==> config.mk <==
export PLATFORM = sky130hd
export DESIGN_NAME = route_disc_ctl
export DESIGN_NICKNAME = d
export VERILOG_FILES = /design/src/rtl/rdc_pkg.sv /design/src/rtl/rdc_datapath.sv /design/src/rtl/rdc_ctrl.sv /design/src/rtl/route_disc_ctl.sv
export SDC_FILE = /design/constraint.sdc
export NUM_CORES = 1
export LEC_CHECK = 0
export CAP_MARGIN = 20
export CORE_MARGIN = 1.5
export CORE_UTILIZATION = 60
export CTS_CLUSTER_SIZE = 14
export DETAILED_ROUTE_END_ITERATION = 10
export GPL_TIMING_DRIVEN = 0
export PLACE_DENSITY = 0.81
export SLEW_MARGIN = 0
export SYNTH_ARGS = -nofsm -noshare
export SYNTH_HDL_FRONTEND = slang
export SYNTH_SLANG_ARGS = --single-unit
==> constraint.sdc <==
create_clock -name clk -period 7.55 [get_ports clk]
set_input_delay 1.1325 -clock clk [delete_from_list [all_inputs] [get_ports clk]]
set_output_delay 1.1325 -clock clk [all_outputs]
set_load 0.01 [all_outputs]
==> src/rtl/rdc_pkg.sv <==
package rdc_pkg;

  typedef enum logic [1:0] {
    PKT_REQ   = 2'b00,
    PKT_REP   = 2'b01,
    PKT_ERR   = 2'b10,
    PKT_HELLO = 2'b11
  } pktType_e;

  typedef enum logic [2:0] {
    TX_NONE,
    TX_FWDREP,
    TX_ERR,
    TX_REQ,
    TX_HELLO
  } txSel_e;

  typedef struct packed {
    logic   cacheWr;      // learn a route from the rx descriptor
    logic   invLink;      // purge routes through linkNbr
    logic   invErr;       // drop route named by a received error
    logic   tgtLoad;      // capture sendDst as discovery target
    logic   errLatch;     // capture linkNbr for the error broadcast
    logic   timerLoad;    // arm the reply timeout
    txSel_e txSel;        // which descriptor to emit
    logic   dataHit;      // release data along cached route
    logic   dataRep;      // release data along fresh reply
    logic   noRouteFire;  // discovery abandoned
  } ctlStrobe_t;

endpackage

==> src/rtl/rdc_datapath.sv <==
module rdc_datapath
  import rdc_pkg::*;
#(
  parameter int ADDR_W       = 8,
  parameter int HOP_W        = 4,
  parameter int DEPTH        = 8,
  parameter int LIM_W        = 3,
  parameter int TIMEOUT      = 32,
  parameter int HELLO_PERIOD = 256,
  parameter logic [ADDR_W-1:0] MY_ADDR = 'h01
) (
  input  logic              clk,
  input  logic              rst_n,
  input  ctlStrobe_t        stb,
  input  logic              lookupTgt,
  input  logic [ADDR_W-1:0] sendDst,
  input  logic [1:0]        rxType,
  input  logic [ADDR_W-1:0] rxSrc,
  input  logic [ADDR_W-1:0] rxDst,
  input  logic [ADDR_W-1:0] rxFrom,
  input  logic [HOP_W-1:0]  rxHops,
  input  logic [ADDR_W-1:0] linkNbr,
  input  logic [LIM_W-1:0]  reqLimit,
  output logic              lookHit,
  output logic              revHit,
  output logic              tgtMatch,
  output logic              timerDone,
  output logic              retryDone,
  output logic              helloTick,
  output logic              dataValid,
  output logic [ADDR_W-1:0] dataDst,
  output logic [ADDR_W-1:0] dataNextHop,
  output logic              noRoute,
  output logic [ADDR_W-1:0] noRouteDst,
  output logic              txValid,
  output logic [1:0]        txType,
  output logic              txBcast,
  output logic [ADDR_W-1:0] txSrc,
  output logic [ADDR_W-1:0] txDst,
  output logic [ADDR_W-1:0] txNextHop,
  output logic [HOP_W-1:0]  txHops
);

  localparam int IDX_W = (DEPTH > 1) ? $clog2(DEPTH) : 1;
  localparam int TMR_W = $clog2(TIMEOUT + 1);
  localparam int HC_W  = (HELLO_PERIOD > 1) ? $clog2(HELLO_PERIOD) : 1;

  // route cache
  logic [ADDR_W-1:0] cDst [DEPTH];
  logic [ADDR_W-1:0] cNh  [DEPTH];
  logic [HOP_W-1:0]  cHops[DEPTH];
  logic [DEPTH-1:0]  cVld;
  logic [IDX_W-1:0]  victim;

  logic [ADDR_W-1:0] target, errAddr;
  logic [TMR_W-1:0]  timer;
  logic [LIM_W:0]    retryCnt;
  logic [HC_W-1:0]   helloCnt;

  logic [ADDR_W-1:0] lookAddr, lookNh, revNh, wrDst;
  logic [HOP_W-1:0]  wrHops, hopsInc;
  logic              matchFound, freeFound, wrEn;
  logic [IDX_W-1:0]  matchIdx, freeIdx, wrIdx;

  pktType_e rxT;
  assign rxT = pktType_e'(rxType);

  assign lookAddr = lookupTgt ? target : sendDst;
  assign hopsInc  = (rxHops == '1) ? rxHops : rxHops + HOP_W'(1);
  assign wrDst    = (rxT == PKT_HELLO) ? rxFrom : rxSrc;
  assign wrHops   = (rxT == PKT_HELLO) ? HOP_W'(1) : hopsInc;

  // two search ports: send/target and reverse path
  always_comb begin
    lookHit = 1'b0;
    lookNh  = '0;
    revHit  = 1'b0;
    revNh   = '0;
    for (int i = 0; i < DEPTH; i++) begin
      if (cVld[i] && cDst[i] == lookAddr) begin
        lookHit = 1'b1;
        lookNh  = cNh[i];
      end
      if (cVld[i] && cDst[i] == rxDst) begin
        revHit = 1'b1;
        revNh  = cNh[i];
      end
    end
  end

  // slot selection: existing entry, lowest free slot, else rotating victim
  always_comb begin
    matchFound = 1'b0;
    matchIdx   = '0;
    freeFound  = 1'b0;
    freeIdx    = '0;
    for (int i = DEPTH - 1; i >= 0; i--) begin
      if (cVld[i] && cDst[i] == wrDst) begin
        matchFound = 1'b1;
        matchIdx   = IDX_W'(i);
      end
      if (!cVld[i]) begin
        freeFound = 1'b1;
        freeIdx   = IDX_W'(i);
      end
    end
    wrIdx = matchFound ? matchIdx : (freeFound ? freeIdx : victim);
    wrEn  = stb.cacheWr && (!matchFound || (wrHops <= cHops[matchIdx]));
  end

  always_ff @(posedge clk) begin
    if (!rst_n) begin
      cVld   <= '0;
      victim <= '0;
    end else begin
      if (wrEn) begin
        cDst[wrIdx]  <= wrDst;
        cNh[wrIdx]   <= rxFrom;
        cHops[wrIdx] <= wrHops;
        cVld[wrIdx]  <= 1'b1;
        if (!matchFound && !freeFound)
          victim <= (victim == IDX_W'(DEPTH - 1)) ? '0 : victim + IDX_W'(1);
      end
      for (int i = 0; i < DEPTH; i++) begin
        if (stb.invLink &&
            (((wrEn && wrIdx == IDX_W'(i)) ? rxFrom : cNh[i]) == linkNbr))
          cVld[i] <= 1'b0;
        if (stb.invErr && cDst[i] == rxDst && cNh[i] == rxFrom)
          cVld[i] <= 1'b0;
      end
    end
  end

  // discovery context, timeout and hello period
  always_ff @(posedge clk) begin
    if (!rst_n) begin
      target   <= '0;
      errAddr  <= '0;
      timer    <= '0;
      retryCnt <= '0;
      helloCnt <= '0;
    end else begin
      if (stb.tgtLoad)  target  <= sendDst;
      if (stb.errLatch) errAddr <= linkNbr;
      if (stb.timerLoad)     timer <= TMR_W'(TIMEOUT);
      else if (timer != '0)  timer <= timer - TMR_W'(1);
      if (stb.tgtLoad)                 retryCnt <= '0;
      else if (stb.txSel == TX_REQ)    retryCnt <= retryCnt + (LIM_W+1)'(1);
      helloCnt <= helloTick ? '0 : helloCnt + HC_W'(1);
    end
  end

  assign tgtMatch  = (rxSrc == target);
  assign timerDone = (timer == '0);
  assign retryDone = (retryCnt > {1'b0, reqLimit});
  assign helloTick = (helloCnt == HC_W'(HELLO_PERIOD - 1));

  // registered outputs
  pktType_e txTypeQ;
  assign txType = txTypeQ;

  always_ff @(posedge clk) begin
    if (!rst_n) begin
      txValid     <= 1'b0;
      txTypeQ     <= PKT_REQ;
      txBcast     <= 1'b0;
      txSrc       <= '0;
      txDst       <= '0;
      txNextHop   <= '0;
      txHops      <= '0;
      dataValid   <= 1'b0;
      dataDst     <= '0;
      dataNextHop <= '0;
      noRoute     <= 1'b0;
      noRouteDst  <= '0;
    end else begin
      txValid <= (stb.txSel != TX_NONE);
      unique case (stb.txSel)
        TX_FWDREP: begin
          txTypeQ <= PKT_REP;  txBcast <= 1'b0;
          txSrc   <= rxSrc;    txDst   <= rxDst;
          txNextHop <= revNh;  txHops  <= hopsInc;
        end
        TX_ERR: begin
          txTypeQ <= PKT_ERR;  txBcast <= 1'b1;
          txSrc   <= MY_ADDR;  txDst   <= errAddr;
          txNextHop <= '0;     txHops  <= '0;
        end
        TX_REQ: begin
          txTypeQ <= PKT_REQ;  txBcast <= 1'b1;
          txSrc   <= MY_ADDR;  txDst   <= target;
          txNextHop <= '0;     txHops  <= '0;
        end
        TX_HELLO: begin
          txTypeQ <= PKT_HELLO; txBcast <= 1'b1;
          txSrc   <= MY_ADDR;   txDst   <= '0;
          txNextHop <= '0;      txHops  <= '0;
        end
        default: ;
      endcase
      dataValid   <= stb.dataHit || stb.dataRep;
      dataDst     <= stb.dataHit ? lookAddr : target;
      dataNextHop <= stb.dataHit ? lookNh : rxFrom;
      noRoute     <= stb.noRouteFire;
      noRouteDst  <= target;
    end
  end

  // no valid route may still point at a neighbour just reported broken
  logic staleHit;
  always_comb begin
    staleHit = 1'b0;
    for (int i = 0; i < DEPTH; i++)
      if (cVld[i] && cNh[i] == errAddr) staleHit = 1'b1;
  end

  a_r8_no_stale_route: assert property (@(posedge clk) disable iff (!rst_n)
    stb.invLink |=> !staleHit);

  a_r11_target_held: assert property (@(posedge clk) disable iff (!rst_n)
    (lookupTgt && !stb.tgtLoad) |=> $stable(target));

  a_r7_reply_unicast: assert property (@(posedge clk) disable iff (!rst_n)
    (txValid && txTypeQ == PKT_REP) |-> !txBcast);

endmodule

==> src/rtl/rdc_ctrl.sv <==
module rdc_ctrl
  import rdc_pkg::*;
#(
  parameter int ADDR_W = 8,
  parameter logic [ADDR_W-1:0] MY_ADDR = 'h01
) (
  input  logic              clk,
  input  logic              rst_n,
  input  logic              sendReq,
  input  logic              rxValid,
  input  logic [1:0]        rxType,
  input  logic [ADDR_W-1:0] rxDst,
  input  logic              linkDown,
  input  logic              lookHit,
  input  logic              revHit,
  input  logic              tgtMatch,
  input  logic              timerDone,
  input  logic              retryDone,
  input  logic              helloTick,
  output ctlStrobe_t        stb,
  output logic              lookupTgt,
  output logic              busy
);

  typedef enum logic [1:0] {ST_IDLE, ST_SEND_REQ, ST_WAIT} state_e;

  state_e   state, stateNxt;
  logic     errPend, helloPend, wantReq, rxIsRep, forUs;
  pktType_e rxT;

  assign rxT     = pktType_e'(rxType);
  assign rxIsRep = rxValid && (rxT == PKT_REP);
  assign forUs   = (rxDst == MY_ADDR);
  assign lookupTgt = (state != ST_IDLE);
  assign busy      = (state != ST_IDLE);

  always_comb begin
    stb          = '0;
    stb.txSel    = TX_NONE;
    stateNxt     = state;
    wantReq      = 1'b0;
    stb.cacheWr  = rxValid && (rxT != PKT_ERR);
    stb.invErr   = rxValid && (rxT == PKT_ERR);
    stb.invLink  = linkDown;
    stb.errLatch = linkDown;

    unique case (state)
      ST_IDLE: begin
        if (sendReq) begin
          if (lookHit) stb.dataHit = 1'b1;
          else begin
            stb.tgtLoad = 1'b1;
            stateNxt    = ST_SEND_REQ;
          end
        end
      end
      ST_SEND_REQ: begin
        if (lookHit) begin
          stb.dataHit = 1'b1;
          stateNxt    = ST_IDLE;
        end else wantReq = 1'b1;
      end
      ST_WAIT: begin
        if (rxIsRep && forUs && tgtMatch) begin
          stb.dataRep = 1'b1;
          stateNxt    = ST_IDLE;
        end else if (timerDone) begin
          if (retryDone) begin
            stb.noRouteFire = 1'b1;
            stateNxt        = ST_IDLE;
          end else stateNxt = ST_SEND_REQ;
        end
      end
      default: stateNxt = ST_IDLE;
    endcase

    // one descriptor per cycle: relay > error > request > hello
    if (rxIsRep && !forUs && revHit) stb.txSel = TX_FWDREP;
    else if (errPend)                stb.txSel = TX_ERR;
    else if (wantReq) begin
      stb.txSel     = TX_REQ;
      stb.timerLoad = 1'b1;
      stateNxt      = ST_WAIT;
    end
    else if (helloPend)              stb.txSel = TX_HELLO;
  end

  always_ff @(posedge clk) begin
    if (!rst_n) begin
      state     <= ST_IDLE;
      errPend   <= 1'b0;
      helloPend <= 1'b0;
    end else begin
      state <= stateNxt;
      if (linkDown)                     errPend <= 1'b1;
      else if (stb.txSel == TX_ERR)     errPend <= 1'b0;
      if (helloTick)                    helloPend <= 1'b1;
      else if (stb.txSel == TX_HELLO)   helloPend <= 1'b0;
    end
  end

  // a freshly armed timeout must not read as expired one cycle later
  a_r3_timer_armed: assert property (@(posedge clk) disable iff (!rst_n)
    (stb.txSel == TX_REQ) |=> !timerDone);

  // once retries are spent, the next expiry ends discovery
  a_r5_giveup_exits: assert property (@(posedge clk) disable iff (!rst_n)
    (state == ST_WAIT && timerDone && retryDone && !rxIsRep) |=> state == ST_IDLE);

endmodule

==> src/rtl/route_disc_ctl.sv <==
module route_disc_ctl
  import rdc_pkg::*;
#(
  parameter int ADDR_W       = 8,
  parameter int HOP_W        = 4,
  parameter int DEPTH        = 8,
  parameter int LIM_W        = 3,
  parameter int TIMEOUT      = 32,
  parameter int HELLO_PERIOD = 256,
  parameter logic [ADDR_W-1:0] MY_ADDR = 'h01
) (
  input  logic              clk,
  input  logic              rst_n,
  input  logic              sendReq,
  input  logic [ADDR_W-1:0] sendDst,
  output logic              busy,
  output logic              dataValid,
  output logic [ADDR_W-1:0] dataDst,
  output logic [ADDR_W-1:0] dataNextHop,
  output logic              noRoute,
  output logic [ADDR_W-1:0] noRouteDst,
  input  logic              rxValid,
  input  logic [1:0]        rxType,
  input  logic [ADDR_W-1:0] rxSrc,
  input  logic [ADDR_W-1:0] rxDst,
  input  logic [ADDR_W-1:0] rxFrom,
  input  logic [HOP_W-1:0]  rxHops,
  input  logic              linkDown,
  input  logic [ADDR_W-1:0] linkNbr,
  input  logic [LIM_W-1:0]  reqLimit,
  output logic              txValid,
  output logic [1:0]        txType,
  output logic              txBcast,
  output logic [ADDR_W-1:0] txSrc,
  output logic [ADDR_W-1:0] txDst,
  output logic [ADDR_W-1:0] txNextHop,
  output logic [HOP_W-1:0]  txHops
);

  ctlStrobe_t stb;
  logic lookupTgt, lookHit, revHit, tgtMatch, timerDone, retryDone, helloTick;

  rdc_ctrl #(.ADDR_W(ADDR_W), .MY_ADDR(MY_ADDR)) u_ctrl (
    .clk(clk), .rst_n(rst_n), .sendReq(sendReq), .rxValid(rxValid),
    .rxType(rxType), .rxDst(rxDst), .linkDown(linkDown),
    .lookHit(lookHit), .revHit(revHit), .tgtMatch(tgtMatch),
    .timerDone(timerDone), .retryDone(retryDone), .helloTick(helloTick),
    .stb(stb), .lookupTgt(lookupTgt), .busy(busy)
  );

  rdc_datapath #(
    .ADDR_W(ADDR_W), .HOP_W(HOP_W), .DEPTH(DEPTH), .LIM_W(LIM_W),
    .TIMEOUT(TIMEOUT), .HELLO_PERIOD(HELLO_PERIOD), .MY_ADDR(MY_ADDR)
  ) u_dp (
    .clk(clk), .rst_n(rst_n), .stb(stb), .lookupTgt(lookupTgt),
    .sendDst(sendDst), .rxType(rxType), .rxSrc(rxSrc), .rxDst(rxDst),
    .rxFrom(rxFrom), .rxHops(rxHops), .linkNbr(linkNbr), .reqLimit(reqLimit),
    .lookHit(lookHit), .revHit(revHit), .tgtMatch(tgtMatch),
    .timerDone(timerDone), .retryDone(retryDone), .helloTick(helloTick),
    .dataValid(dataValid), .dataDst(dataDst), .dataNextHop(dataNextHop),
    .noRoute(noRoute), .noRouteDst(noRouteDst),
    .txValid(txValid), .txType(txType), .txBcast(txBcast), .txSrc(txSrc),
    .txDst(txDst), .txNextHop(txNextHop), .txHops(txHops)
  );

  a_r5_noroute_idle: assert property (@(posedge clk) disable iff (!rst_n)
    noRoute |-> !busy);

  a_r4_single_outcome: assert property (@(posedge clk) disable iff (!rst_n)
    !(dataValid && noRoute));

  a_r3_req_while_busy: assert property (@(posedge clk) disable iff (!rst_n)
    (txValid && txType == 2'b00) |-> busy);

  a_r9_hello_origin: assert property (@(posedge clk) disable iff (!rst_n)
    (txValid && txType == 2'b11) |-> (txSrc == MY_ADDR && txHops == '0 && txBcast));

endmodule

# == Word level (Yosys, flattened, before mapping) ==
# Memories as Yosys holds them, arrays and structs flattened.
# Cells that the tools add are included.
# Widths: inputs -> output; s select.
# totals
regBits,107
ramBits,160
input_bits,54
out_inout_bits,59
elab_cells,331
n_memories,3
# mem_list
memory,words,width,rd,rd_clocked_by_memory_dff,write_ports,line_no,text
u_dp.cDst,8,8,8,0,1,rdc_datapath.sv:49,logic [ADDR_W-1:0] cDst [DEPTH];
u_dp.cNh,8,8,8,0,1,rdc_datapath.sv:50,logic [ADDR_W-1:0] cNh [DEPTH];
u_dp.cHops,8,4,1,0,1,rdc_datapath.sv:51,logic [HOP_W-1:0] cHops[DEPTH];
# op_classes
add_sub_neg,5
magnitude_cmp,4
eq_ne,62
n_mux,127
bitwise,4
n_reduce_logical,96
# op_table
operator,n
$eq 8x8->1,41
$mux 8,28
$mux 3,23
$logic_and 1x1->1,66
$mux 1,54
$pmux 8 s2,2
$pmux 8 s4,1
$reduce_or 3->1,9
$eq 3x3->1 const B,6
$mux 2,9
$eq 3x2->1 const B,4
$mux 6,2
$reduce_bool 2->1,5
$add 4x1->4 const B,2
$add 8x1->8 const B,1
$eq 8x1->1 const B,1
$eq 8x8->1 const B,1
$mux 4,2
$or 8x8->8,1
$pmux 2 s4,1
$pmux 4 s2,1
$eq 2x2->1 const B,3
$eq 3x1->1 const B,2
$logic_not 6->1,1
other kinds (23),32

# == Longest topological paths before layout ==
# An unclocked memory read counts as a cell.
# depth
word_depth,21
ltp_mapped,28
depth_no_buf,23

# == Modules after synthesis ==
# From an unflattened synthesis, not the netlist that was laid out.
# unflattened
hier_cells,1778
hier_area_um2,17151.4
# modules_own_cells
module,n_inst,cells_per_inst,area_per_inst_um2,seq_area_each_um2
rdc_datapath,1,1730,16766.1,6866.6
rdc_ctrl,1,48,385.4,80.1

# == Least setup slack after synthesis ==
# OpenSTA, ideal clock, no wires.
# synth_timing
kind,input to register
startpoint,input port rxType[0]
endpoint,"memory u_dp.cDst[2][0], enable pin"
setup_time_ps,378
arrival_ps,5705
required_time_ps,7172
path_slack_ps,1467
path_stages,25
path_buffers,4
path_cell_list,buf_2 -> buf_2 -> a21bo_2 -> nand2_1 -> a21oi_1 -> and4_1 -> nor4_2 -> nand2b_1 -> clkbuf_1 -> buf_2 -> mux2i_1 -> nand2_1 -> o21ai_0 -> nand2_1 -> o21ai_0 -> ha_1 -> nor2b_1 -> o21ai_0 -> nand2b_1 -> a21oi_1 -> a41oi_1 -> nor3_2 -> nor2_1 -> nor3_2 -> and2_1
# synth_via
elab_chain_cells,19
elab_cells_between_ends,46
cone_classes,order compare: 1; eq/ne: 10; mux: 22; reduce/logical: 12; memory: 1
# synth_lines
item,line_no,text
"start, declared",route_disc_ctl.sv:23,"input logic [1:0] rxType,"
$eq 2x2->1 *,rdc_datapath.sv:70,assign wrDst = (rxT == PKT_HELLO) ? rxFrom : rxSrc;
$mux 8 *,rdc_datapath.sv:70,
named net u_dp.wrDst[1],rdc_datapath.sv:60,"logic [ADDR_W-1:0] lookAddr, lookNh, revNh, wrDst;"
$eq 8x8->1,rdc_datapath.sv:98,if (cVld[i] && cDst[i] == wrDst) begin
$logic_and 1x1->1,rdc_datapath.sv:98,
$mux 3 (8 in a row),rdc_datapath.sv:98,
$mem_v2 8x4,--,
$le 4x4->1,rdc_datapath.sv:108,wrEn = stb.cacheWr && (!matchFound || (wrHops <= cHops[matchIdx]));
$logic_or 1x1->1,rdc_datapath.sv:108,
$logic_and 1x1->1,rdc_datapath.sv:108,
$mux 1,rdc_datapath.sv:116,if (wrEn) begin
$mux 1,rdc_datapath.sv:112,if (!rst_n) begin
$mux 1 (implied by the code),rdc_datapath.sv:117,cDst[wrIdx] <= wrDst;
"end, declared",rdc_datapath.sv:49,
# Mark *: on every way through the listed nets, which the timed path passes. The rest lies on a longest branch.

# == Final worst setup path ==
# layout_timing
startpoint,input port rxFrom[4]
endpoint,register u_dp.cVld[1]
# layout_via
elab_chain_cells,20
elab_cells_between_ends,53
cone_classes,order compare: 3; eq/ne: 11; mux: 21; bitwise: 1; reduce/logical: 16; memory: 1
# layout_lines
item,line_no,text
"start, declared",route_disc_ctl.sv:26,"input logic [ADDR_W-1:0] rxFrom,"
$mux 8,rdc_datapath.sv:70,
$eq 8x8->1,rdc_datapath.sv:98,
$logic_and 1x1->1,rdc_datapath.sv:98,
$mux 3 (8 in a row),rdc_datapath.sv:98,
$mem_v2 8x4,--,
$le 4x4->1,rdc_datapath.sv:108,
$logic_or 1x1->1,rdc_datapath.sv:108,
$logic_and 1x1->1,rdc_datapath.sv:108,
$logic_and 1x1->1,rdc_datapath.sv:126,(((wrEn && wrIdx == IDX_W'(i)) ? rxFrom : cNh[i]) == linkNbr))
$mux 8,rdc_datapath.sv:126,
$eq 8x8->1,rdc_datapath.sv:126,
$logic_and 1x1->1,rdc_datapath.sv:125,if (stb.invLink &&
$reduce_or 3->1 (no line),--,
"end signal, assigned by index",rdc_datapath.sv:120,cVld[wrIdx] <= 1'b1;
"end signal, assigned by index",rdc_datapath.sv:127,cVld[i] <= 1'b0;
"end signal, assigned by index",rdc_datapath.sv:129,cVld[i] <= 1'b0;
"end, declared",rdc_datapath.sv:52,logic [DEPTH-1:0] cVld;
# Parallel ways exist; a longest one is shown, timed or not.
# A chain may end at the register's enable or synchronous reset.

==> impl_metrics.ini <==
[die]
dieArea_mm2 = 0.0289
rows = 60
die_w_um = 170
die_height_um = 170
coreArea_mm2 = 0.0272
start_util_pct = 61.6
pin_count = 113

[synth]
synth.avg_cell_area_um2 = 10.0
syn_nets = 1739
synthArstFlopShare_pct = 0
synthCells = 1672
ys_seq_area_share_pct = 41.5
ys_warn_count = 0
yosysUniqueCellTypes = 91
ys.flop_type = edfxtp_1
synth_seq_cells = 267
synth_edf_count = 160
synth_area_mm2 = 0.0167

[finish]
final_area_mm2 = 0.0193
largestRegisters = u_dp.cDst (64), u_dp.cNh (64), u_dp.cHops (32)
final_common_cell = xor2_1
syn2layout_area_growth_pct = 15.5
final_net_count = 1869
drive_gt1_share_pct = 10.7
final_cell_mix = xor2_1 (184), edfxtp_1 (160), xnor2_1 (141)

[setup_path]
critPathCaptureType = register
critPathMaxFanout = 10
setup.worst_path.class = in -> reg
r2r_slack_ns = 1.51
required_ns = 7.99
rr_worst_depth = 24
start_kind = input port
worst-endpoint-arrival_ns = 7.70

[clocking]
htree_levels = 1
clock_sinks = 267
clk_transition_reported_paths_ns = 0.07
cts_tree = yes
clock_latency_ns = 0.57
cts.path.max_buffers = 3
cts_buffers = 28
root_buffer = clkbuf_16
holdBufCountCts = 0

[power_and_ir_drop]
power_density_mw_per_mm2 = 199
p_leak_nw = 6.98
ir_worst_vdd_mv = 0.208

[detailed_routing]
wl_um = 60200
via_per_inst = 6.75
drc_errors = 0
detail_route.first_pass.iterations = 5
wl_per_cell_um = 27.4
ant_nets = 0
vias = 14800
dr.first_iter.drc_count = 2014

[placed_design]
place_congestion = 1.03
hpwl_um = 43300
placed_area_mm2 = 0.0183
io_buffers = 96

[timing]
finalHoldViolCount = 0
max_slew_margin_pct = 21.7
rsz0062_at_grt = false
worst_slew_pin_slew_ns = 1.16
drv_slew = 0
fmax_ghz = 0.138
setup_viol = 0
fin_crit_ns = 7.26
fin_skew_ns = 0.0147
setup_tns_ns = 0
period_share_pct = 96.2

[global_route]
gr-total-overflow = 0
grt_pass1_vias = 14300
grt_pass1_wl_um = 88300
antenna_found_initial = 1
grt_usage_pct = 41.6
grt_max_degree = 21

[hold_path]
hold_class = reg -> reg
hold_depth = 2

[outcome]
status = finished, final reports clean

[flow_run]
drv_cap = 0
[layer usage]
layer / GRT usage, % / share of wire [%]
met5: 0 / 0
met2: 65.1 / 44
met1: 52.6 / 37
met3: 9.40 / 12
met4: 25.0 / 6.9
[kinds of logic (layout without fill, tap and decap cells)]
kind of cell | after synthesis | count (layout) | synth area share (%)
XOR/XNOR | 325 | 325 | 17.0
AO/OA/AOI/OAI | 355 | 355 | 15.4
adder cells (fa/ha/maj) | 13 | 13 | 0.972
other | 0 | 1 | 0
AND/OR/NAND/NOR | 482 | 482 | 15.8
buffers and inverters | 150 | 302 | 3.75
multiplexers | 80 | 80 | 5.52
flip-flops | 267 | 267 | 41.5
[worst max-delay path, stage by stage]
cell	delay, ns
clkdlybuf4s50_1	0.83
buf_2	0.47
xor2_1	0.11
a2111oi_0	0.43
a22oi_1	0.18
a2111oi_4	0.56
nor4_4	0.10
nand2b_2	0.33
clkbuf_4	0.30
mux2i_1	0.18
nand2_1	0.07
o21ai_0	0.11
nand2_1	0.08
o21ai_0	0.10
ha_1	0.27
nor2b_1	0.13
o21ai_0	0.14
nand2b_1	0.08
a21oi_1	0.18
a41oi_1	0.15
nor3_2	0.42
o2bb2ai_4	0.13
nor2_1	0.31
mux2_2	0.38
a222oi_1	0.38
a31oi_1	0.12
[through the flow]
| step | total power, W | setup WS [ns] | hold WS (ns) | cells | util [%] |
|---|---|---|---|---|---|
| floorplan | 0.00213 | 1.47 | 0.426 | 1672 | - |
| global placement | 0.00235 | -1.26 | 0.442 | 2140 | 66.8 |
| detailed placement | 0.00237 | -1.43 | 0.451 | 2146 | 67.3 |
| CTS | 0.00381 | 0.0271 | 0.473 | 2198 | 70.9 |
| global route | 0.00393 | 0.0565 | 0.489 | 2197 | 71.1 |
| finish | 0.00384 | 0.290 | 0.471 | 2197 | 71.1 |
[cell usage after synthesis, types with 35 or more instances]
master    number  area (um^2)
a21oi_1       65          325
buf_2         37          185
clkbuf_1      49          184
dfxtp_1      107         2140
edfxtp_1     160         4800
inv_1         47          176
mux2i_1       54          541
nand2_1       94          353
nand3_1       46          230
nand4_1       35          219
nor2_1        90          338
nor2b_1       38          238
nor4_1        39          244
o21ai_0       54          270
xnor2_1      141         1230
xor2_1       184         1610
[final cells by class]
| cell class | count | area, um^2 |
|---|---|---|
| buffer | 100 | 452 |
| tap | 372 | 465 |
| fill | 2088 | 7860 |
| timing repair buffer | 102 | 1090 |
| antenna | 1 | 2.50 |
| inverter | 48 | 180 |
| sequential | 267 | 6950 |
| clock inverter | 10 | 114 |
| clock buffer | 42 | 873 |
| multi-input combinational | 1255 | 9190 |
[path summary, 6_finish.rpt]
check,to,startpoint
max reg2reg,u_dp.cVld[1],u_dp.cDst[4][6]
max,u_dp.cVld[1],rxFrom[4]
min,u_dp.txSrc[6],u_dp.txSrc[6]
min reg2reg,u_dp.txSrc[6],u_dp.txSrc[6]
[report_power, final]
group / switching, W / total, W / internal [W]
registers: 0.0000504 / 0.00165 / 0.00160
clock network: 0.000606 / 0.00148 / 0.000870
logic: 0.000438 / 0.000717 / 0.000279
[timing repair]
item	CTS	global route
resized for setup	12	14
endpoints found under the setup margin	167	167
setup buffers	0	0
cloned	0	0
pin swaps	0	1
endpoints found under the hold margin	0	0
Power figures use the tool's default switching activity.
